[src/rtl/ds2fr_pkg.sv]
package ds2fr_pkg;
  localparam int SUBS = 4;
  localparam int BLKS = 6;
  typedef enum logic [1:0] {HUNT_IDLE, HUNT_F, HUNT_M} hunt_st_t;
endpackage

[src/rtl/ds2fr_track.sv]
module ds2fr_track
  import ds2fr_pkg::*;
#(
  parameter int BLK_LEN = 49,
  parameter int F_WIN   = 4,
  parameter int F_LIM   = 2
) (
  input  logic clk,
  input  logic rst,
  input  logic bit_en,
  input  logic din,
  input  logic hit,
  output logic oof,
  output logic cofa,
  output logic ferf,
  output logic frame_mark,
  output logic sub_mark,
  output logic f_err_ev,
  output logic m_err_ev
);
  localparam int SUB_LEN = BLKS * BLK_LEN;
  localparam int PW      = $clog2(SUB_LEN);
  localparam int F1_POS  = 2 * BLK_LEN;
  localparam int F2_POS  = 5 * BLK_LEN;

  logic [PW-1:0]    sub_pos;
  logic [1:0]       sub_idx;
  logic [F_WIN-1:0] fwin;
  logic [F_WIN-1:0] fwin_n;
  logic is_m, is_f1, is_f2, is_f, f_bad, m_bad, at_m3;

  always_comb begin
    is_m   = (sub_pos == '0);
    is_f1  = (sub_pos == PW'(F1_POS));
    is_f2  = (sub_pos == PW'(F2_POS));
    is_f   = is_f1 | is_f2;
    f_bad  = (is_f1 & din) | (is_f2 & ~din);
    m_bad  = is_m && (sub_idx != 2'(SUBS - 1)) && (din != (sub_idx != 2'd0));
    at_m3  = is_m && (sub_idx == 2'd2);
    fwin_n = {fwin[F_WIN-2:0], f_bad};
    f_err_ev = bit_en & f_bad;
    m_err_ev = bit_en & m_bad;
  end

  always_ff @(posedge clk) begin
    if (rst) begin
      sub_pos    <= '0;
      sub_idx    <= '0;
      fwin       <= '0;
      oof        <= 1'b1;
      cofa       <= 1'b0;
      ferf       <= 1'b0;
      frame_mark <= 1'b0;
      sub_mark   <= 1'b0;
    end else begin
      cofa       <= 1'b0;
      frame_mark <= 1'b0;
      sub_mark   <= 1'b0;
      if (bit_en) begin
        sub_mark   <= is_m;
        frame_mark <= is_m && (sub_idx == 2'd0);
        if (!oof && is_m && sub_idx == 2'(SUBS - 1))
          ferf <= ~din;
        if (hit) begin
          sub_pos <= PW'(1);
          sub_idx <= 2'd2;
          oof     <= 1'b0;
          fwin    <= '0;
          cofa    <= !at_m3;
        end else begin
          if (sub_pos == PW'(SUB_LEN - 1)) begin
            sub_pos <= '0;
            sub_idx <= sub_idx + 2'd1;
          end else begin
            sub_pos <= sub_pos + PW'(1);
          end
          if (is_f) begin
            fwin <= fwin_n;
            if (!oof && $countones(fwin_n) >= F_LIM)
              oof <= 1'b1;
          end
        end
      end
    end
  end


  cofa_oof_chk: assert property (@(posedge clk) disable iff (rst)
    cofa |-> ($past(oof) && !oof));

  mark_nest_chk: assert property (@(posedge clk) disable iff (rst)
    frame_mark |-> sub_mark);

  oof_cause_chk: assert property (@(posedge clk) disable iff (rst)
    $rose(oof) |-> $past(f_err_ev));

  ferf_hold_chk: assert property (@(posedge clk) disable iff (rst)
    !$past(bit_en) |-> $stable(ferf));
endmodule

[src/rtl/ds2fr_hunt.sv]
module ds2fr_hunt
  import ds2fr_pkg::*;
#(
  parameter int BLK_LEN   = 49,
  parameter int F_CONFIRM = 8
) (
  input  logic clk,
  input  logic rst,
  input  logic bit_en,
  input  logic din,
  input  logic hunt,
  output logic hit
);
  localparam int SUB_LEN = BLKS * BLK_LEN;
  localparam int HALF    = 3 * BLK_LEN;
  localparam int PW      = $clog2(SUB_LEN);
  localparam int HW      = $clog2(HALF);
  localparam int RW      = $clog2(F_CONFIRM);
  localparam int F1_POS  = 2 * BLK_LEN;
  localparam int F2_POS  = 5 * BLK_LEN;

  hunt_st_t      st;
  logic [HW-1:0] h_cnt;
  logic [RW-1:0] f_run;
  logic [PW-1:0] sf_cnt;
  logic [2:0]    m_hist;
  logic [2:0]    m_cnt;
  logic          last_f, have_ref, f_fail;

  always_comb begin
    hit = bit_en && (st == HUNT_M) && (sf_cnt == '0) &&
          ({m_hist[1:0], din} == 3'b011) && (m_cnt >= 3'd2);
    f_fail = ((sf_cnt == PW'(F1_POS)) && din) || ((sf_cnt == PW'(F2_POS)) && !din);
  end

  always_ff @(posedge clk) begin
    if (rst) begin
      st       <= HUNT_IDLE;
      h_cnt    <= '0;
      f_run    <= '0;
      sf_cnt   <= '0;
      m_hist   <= '0;
      m_cnt    <= '0;
      last_f   <= 1'b0;
      have_ref <= 1'b0;
    end else if (!hunt) begin
      st <= HUNT_IDLE;
    end else begin
      case (st)
        HUNT_IDLE: begin
          st       <= HUNT_F;
          h_cnt    <= '0;
          f_run    <= '0;
          have_ref <= 1'b0;
        end
        HUNT_F: if (bit_en) begin
          if (h_cnt == '0) begin
            if (!have_ref) begin
              last_f   <= din;
              have_ref <= 1'b1;
              f_run    <= '0;
              h_cnt    <= HW'(1);
            end else if (din == last_f) begin
              have_ref <= 1'b0;
            end else if (f_run == RW'(F_CONFIRM - 2)) begin
              st     <= HUNT_M;
              sf_cnt <= din ? PW'(F2_POS + 1) : PW'(F1_POS + 1);
              m_hist <= '0;
              m_cnt  <= '0;
            end else begin
              f_run  <= f_run + RW'(1);
              last_f <= din;
              h_cnt  <= HW'(1);
            end
          end else begin
            h_cnt <= (h_cnt == HW'(HALF - 1)) ? '0 : h_cnt + HW'(1);
          end
        end
        HUNT_M: if (bit_en) begin
          sf_cnt <= (sf_cnt == PW'(SUB_LEN - 1)) ? '0 : sf_cnt + PW'(1);
          if (hit) begin
            st <= HUNT_IDLE;
          end else if (f_fail) begin
            st       <= HUNT_F;
            h_cnt    <= '0;
            have_ref <= 1'b0;
          end else if (sf_cnt == '0) begin
            m_hist <= {m_hist[1:0], din};
            if (m_cnt == 3'd5) begin
              st       <= HUNT_F;
              h_cnt    <= '0;
              have_ref <= 1'b0;
            end else begin
              m_cnt <= m_cnt + 3'd1;
            end
          end
        end
        default: st <= HUNT_IDLE;
      endcase
    end
  end


  hunt_quiet_chk: assert property (@(posedge clk) disable iff (rst)
    !hunt |-> !hit);
endmodule

[src/rtl/ds2fr_errcnt.sv]
module ds2fr_errcnt #(
  parameter int W = 16
) (
  input  logic         clk,
  input  logic         rst,
  input  logic         ev,
  input  logic         latch,
  output logic [W-1:0] hold
);
  localparam logic [W-1:0] MAXV = '1;
  logic [W-1:0] cnt;
  logic         bump;

  always_comb bump = ev && (cnt != MAXV);

  always_ff @(posedge clk) begin
    if (rst) begin
      cnt  <= '0;
      hold <= '0;
    end else if (latch) begin
      hold <= bump ? cnt + W'(1) : cnt;
      cnt  <= '0;
    end else if (bump) begin
      cnt <= cnt + W'(1);
    end
  end


  no_wrap_chk: assert property (@(posedge clk) disable iff (rst)
    (!latch && cnt == MAXV) |=> (cnt == MAXV));

  hold_keep_chk: assert property (@(posedge clk) disable iff (rst)
    !latch |=> $stable(hold));
endmodule

[src/rtl/ds2_framer.sv]
module ds2_framer #(
  parameter int BLK_LEN   = 49,
  parameter int CNT_W     = 16,
  parameter int F_CONFIRM = 8,
  parameter int F_WIN     = 4,
  parameter int F_LIM     = 2
) (
  input  logic             clk,
  input  logic             rst,
  input  logic             bit_en,
  input  logic             din,
  input  logic             latch,
  output logic             frame_mark,
  output logic             sub_mark,
  output logic             oof,
  output logic             cofa,
  output logic             ferf,
  output logic [CNT_W-1:0] f_err_cnt,
  output logic [CNT_W-1:0] m_err_cnt
);
  logic             hit;
  logic [1:0]       ev;
  logic [CNT_W-1:0] held [2];

  ds2fr_track #(.BLK_LEN(BLK_LEN), .F_WIN(F_WIN), .F_LIM(F_LIM)) u_track (
    .clk(clk), .rst(rst), .bit_en(bit_en), .din(din), .hit(hit),
    .oof(oof), .cofa(cofa), .ferf(ferf),
    .frame_mark(frame_mark), .sub_mark(sub_mark),
    .f_err_ev(ev[0]), .m_err_ev(ev[1])
  );

  ds2fr_hunt #(.BLK_LEN(BLK_LEN), .F_CONFIRM(F_CONFIRM)) u_hunt (
    .clk(clk), .rst(rst), .bit_en(bit_en), .din(din), .hunt(oof), .hit(hit)
  );

  for (genvar g = 0; g < 2; g++) begin : g_cnt
    ds2fr_errcnt #(.W(CNT_W)) u_cnt (
      .clk(clk), .rst(rst), .ev(ev[g]), .latch(latch), .hold(held[g])
    );
  end

  assign f_err_cnt = held[0];
  assign m_err_cnt = held[1];
endmodule

[config.mk]
export PLATFORM = sky130hd
export DESIGN_NAME = ds2_framer
export DESIGN_NICKNAME = d
export VERILOG_FILES = /design/src/rtl/ds2fr_pkg.sv /design/src/rtl/ds2fr_track.sv /design/src/rtl/ds2fr_hunt.sv /design/src/rtl/ds2fr_errcnt.sv /design/src/rtl/ds2_framer.sv
export SDC_FILE = /design/constraint.sdc
export NUM_CORES = 1
export LEC_CHECK = 0
export ABC_AREA = 1
export BUFFER_PORTS_ARGS = -buffer_cell sky130_fd_sc_hd__buf_2
export CAP_MARGIN = 20
export CORE_MARGIN = 4
export CORE_UTILIZATION = 55
export DETAILED_ROUTE_END_ITERATION = 10
export PLACE_DENSITY_LB_ADDON = 0.15
export SYNTH_ARGS = -nofsm -noshare
export SYNTH_HDL_FRONTEND = slang
export SYNTH_SLANG_ARGS = --single-unit
[constraint.sdc]
create_clock -name clk -period 2.1 [get_ports clk]
set_input_delay 0.21 -clock clk [delete_from_list [all_inputs] [get_ports clk]]
set_output_delay 0.21 -clock clk [all_outputs]
set_load 0.05 [all_outputs]
==> impl_metrics.tcl <==
set metrics [dict create \
    finalCritPeriodShare 1.00 \
    outcome "finished with violations" \
    vias 5789 \
    antenna_found_initial 0 \
    slew_viol_final 0 \
    worst_pin_slew_ns 0.494 \
    tritoncts "done" \
    worst_skew_pair.late_latency_ns 0.35 \
    num_rows 38 \
    max-vdd-ir-drop_uv 650 \
    power_density_nw_per_um2 818 \
    grt_util_met1 0.300 \
    grt_pass1_vias 5297 \
    viasPerCell 5.09 \
    seqCellArea_um2 2250 \
    violations "negative setup slack" \
    hold_buffers 0 \
    clockBufferDepth 2 \
    endpoint_kind "flip-flop" \
    postRouteAntennaNets 0 \
    initial_utilization 0.570 \
    cp_num_buf_inv 2 \
    skew_ns 0.00957 \
    finalSetupViolCount 1 \
    fin_cells 1138 \
    grt_max_degree 30 \
    grt_pass1_wl_um 23900 \
    coreArea_um2 11000 \
    met2_usage 0.358 \
    maxCapViolations 0 \
    critPathMostFrequentCell "nand2_2" \
    track_usage 0.219 \
    maxSlewHeadroom 0.671 \
    dr.first_iter.drc_count 307 \
    io_pins 42 \
    clockRootBuffer "clkbuf_16" \
    h-tree-depth 3 \
    syn_nets 965 \
    cp-start-kind "flip-flop" \
    fin_tns_setup_ns -0.0104 \
    grt_busiest_layer "met2" \
    internal_power_uw 3880 \
    ys_types 43 \
    synth_area_um2 6280 \
    use_met3 0.0463 \
    synth_seq_cells 112 \
    die_area_um2 13200 \
    grt_setup_unrepaired "true" \
    syn_avg_cell_area_um2 6.71 \
    dr.pass1.iters 5 \
    dieWidth_um 115 \
    grt-ovfl-total 0 \
    routed_wl_um 13900 \
    cts_num_sinks 112 \
    period_needed_ns 2.11 \
    swShare 0.333 \
    switchingPower_uw 1940 \
    dp_cells 1119 \
    worstPathCellList "inv_1 > ha_1 > nand2_2 > nor2_4 > nand4_2 > nand2_2 > ha_4 > nand2_2 > fa_1 > nand2_1 > inv_1 > nor2_1 > o21a_1" \
    crit_family "adder cells" \
    area_growth_pct 13.3 \
    globalplace.congestion 0.900 \
    pwr-share-clk 0.318 \
    startpoint "u_track.sub_pos[1]" \
    drcViolationCount 0 \
    fin_ws_ns -0.0104 \
    synth_flop_cell "dfxtp_1" \
    max_freq_mhz 474 \
    post-dp-hpwl_um 10000 \
    final_util 0.645 \
    critPathKind "reg -> reg" \
    yosys_warnings 0 \
    synth_enable_flop_cells 0 \
    min_path_type "in -> reg" \
    worstPathMaxFanout 4 \
    portBuffers 41 \
    cpMaxStageDelayCell "fa_1" \
    seqPwrFrac 0.416 \
    netlist_instances 937 \
    p_comb_frac 0.266 \
    hold_violations 0 \
    worstPathArrival_ns 2.36 \
    fin_area_um2 7120 \
    p_leak_uw 0.00330 \
    finalPower_uw 5820 \
    crit_required_ns 2.35 \
    r2r_start "u_track.sub_pos[1]" \
    async_flop_share 0 \
    slowest_delay_ns 0.47 \
    multi_input_area_um2 3580 \
    clk_pin_slew_ns 0.07 \
    cts_buffers 9 \
    seq_area_frac_synth 0.357 \
    nFillCells 1072 \
    die_h_um 115 \
    min_from "latch" \
    wl_per_cell_um 12.2 \
    drive_above_1_share 0.148 \
    num_antenna_cells 0 \
    place_area_um2 6710 \
    fin_nets 1022 \
]
==> cell families (layout without fill, tap and decap cells) <==
family | Yosys count | after routing | share of synthesized area
adders and majority gates | 23 | 23 | 0.0470
DFF | 112 | 112 | 0.357
and+or+nand+nor | 556 | 556 | 0.393
buffers and inverters | 122 | 183 | 0.0822
AOI/OAI and AO/OA | 98 | 98 | 0.0850
xor gates and xnor gates | 26 | 26 | 0.0362
==> state kept, by name (all words and copies together) (netlist names) <==
signal,cells
u_hunt.have_ref,1
u_hunt.st,2
u_track.oof,1
u_hunt.m_cnt,3
u_hunt.m_hist,2
u_track.sub_pos,9
u_track.sub_idx,2
g_cnt.u_cnt.hold,32
u_track.sub_mark,1
g_cnt.u_cnt.cnt,32
u_track.frame_mark,1
u_hunt.last_f,1
u_hunt.sf_cnt,9
u_hunt.h_cnt,8
u_track.cofa,1
u_track.fwin,3
u_hunt.f_run,3
u_track.ferf,1
==> cell usage in the layout, fill, tap and decap left out, types with 12 or more instances in the layout <==
master     n
nor3_1    19
dfxtp_1  109
inv_2     12
nor2_1    93
nand4_1   26
nand3_1   65
o21ai_0   21
ha_1      20
buf_4     30
inv_1     84
nand2_1  303
nand2_2   13
a21oi_1   56
xor2_1    15
buf_2     41
==> path summary, 6_finish.rpt <==
check                                               to  slack [ns]  cells past startpoint
worst max-delay path                       u_track.oof       -0.01                     13
worst min-delay path            g_cnt[1].u_cnt.hold[5]        0.14                      2
worst max register to register             u_track.oof       -0.01                     13
worst min register to register  g_cnt[0].u_cnt.hold[4]        0.45                      2
==> worst register-to-register path: cells and delay by family, from the launching register on <==
| kind | cells | cell delay [ns] |
|---|---|---|
| flip-flops | 1 | 0.38 |
| buffers and inverters | 2 | 0.10 |
| AND/OR/NAND/NOR | 7 | 0.41 |
| AO/OA/AOI/OAI | 1 | 0.19 |
| adder cells (fa/ha/maj) | 3 | 0.93 |
==> repair_timing <==
action | in CTS | in global routing
resized for setup | 2 | 12
gates cloned | 0 | 0
pin swaps | 0 | 7
setup buffers | 0 | 4
endpoints found under the setup margin | 1 | 1
==> power by group through the flow <==
stage	logic, uW	registers, uW	clock network [uW]
floorplan	1210	2450	0
global placement	1520	2460	0
detailed placement	1530	2460	0
CTS	1540	2420	1900
global route	1760	2450	1990
finish	1550	2420	1850
==> cell type report <==
cell class / instances / area share
clock buffer: 12 / 0.0360
tap: 140 / 0.0246
sequential: 112 / 0.316
timing repair buffer: 71 / 0.0605
multi-input combinational: 703 / 0.503
inverter: 97 / 0.0511
clock inverter: 3 / 0.00914
==> cells in the mapped netlist (2+ instances only) <==
| cell type | count | area share |
|---|---|---|
| nor3_2 | 4 | 0.0064 |
| inv_1 | 86 | 0.051 |
| buf_2 | 5 | 0.0040 |
| nand4_2 | 2 | 0.0040 |
| dfxtp_1 | 112 | 0.36 |
| inv_2 | 10 | 0.0060 |
| nand3_2 | 10 | 0.016 |
| nand4_1 | 26 | 0.026 |
| nor2_4 | 4 | 0.0072 |
| buf_6 | 6 | 0.011 |
| nand2_1 | 307 | 0.18 |
| nand3_1 | 65 | 0.052 |
| xnor2_1 | 11 | 0.015 |
| o21bai_1 | 2 | 0.0024 |
| nor3b_1 | 2 | 0.0024 |
| o21ai_1 | 8 | 0.0064 |
| nor2_1 | 96 | 0.057 |
| o21ai_0 | 21 | 0.017 |
| a21oi_1 | 56 | 0.045 |
| clkbuf_1 | 11 | 0.0066 |
| ha_1 | 22 | 0.044 |
| nand3b_1 | 3 | 0.0036 |
| buf_4 | 2 | 0.0024 |
| nor2_2 | 5 | 0.0050 |
| o21ai_2 | 2 | 0.0028 |
| nand2_2 | 9 | 0.0090 |
| xor2_1 | 15 | 0.021 |
| nor3_1 | 19 | 0.015 |
| a31oi_1 | 2 | 0.0020 |
==> stage by stage <==
| stage | hold slack [ns] | setup WS [ns] |
|---|---|---|
| 4_1_cts | 0.133 | 0.00643 |
| 5_1_grt | 0.155 | -0.0818 |
| 6_report | 0.140 | -0.0104 |
| 3_3_place_gp | 0.432 | 0.0253 |
| 3_5_place_dp | 0.434 | -0.0311 |
| 2_1_floorplan | 0.304 | 0.00519 |
==> layer usage <==
layer / wire length, um / up-vias
li1: - / 3119
met1: 6880 / 2577
met2: 6400 / 83
met3: 459 / 10
met4: 130 / 0
met5: 0 / -
Note: power is estimated with default switching activity, not from simulation.
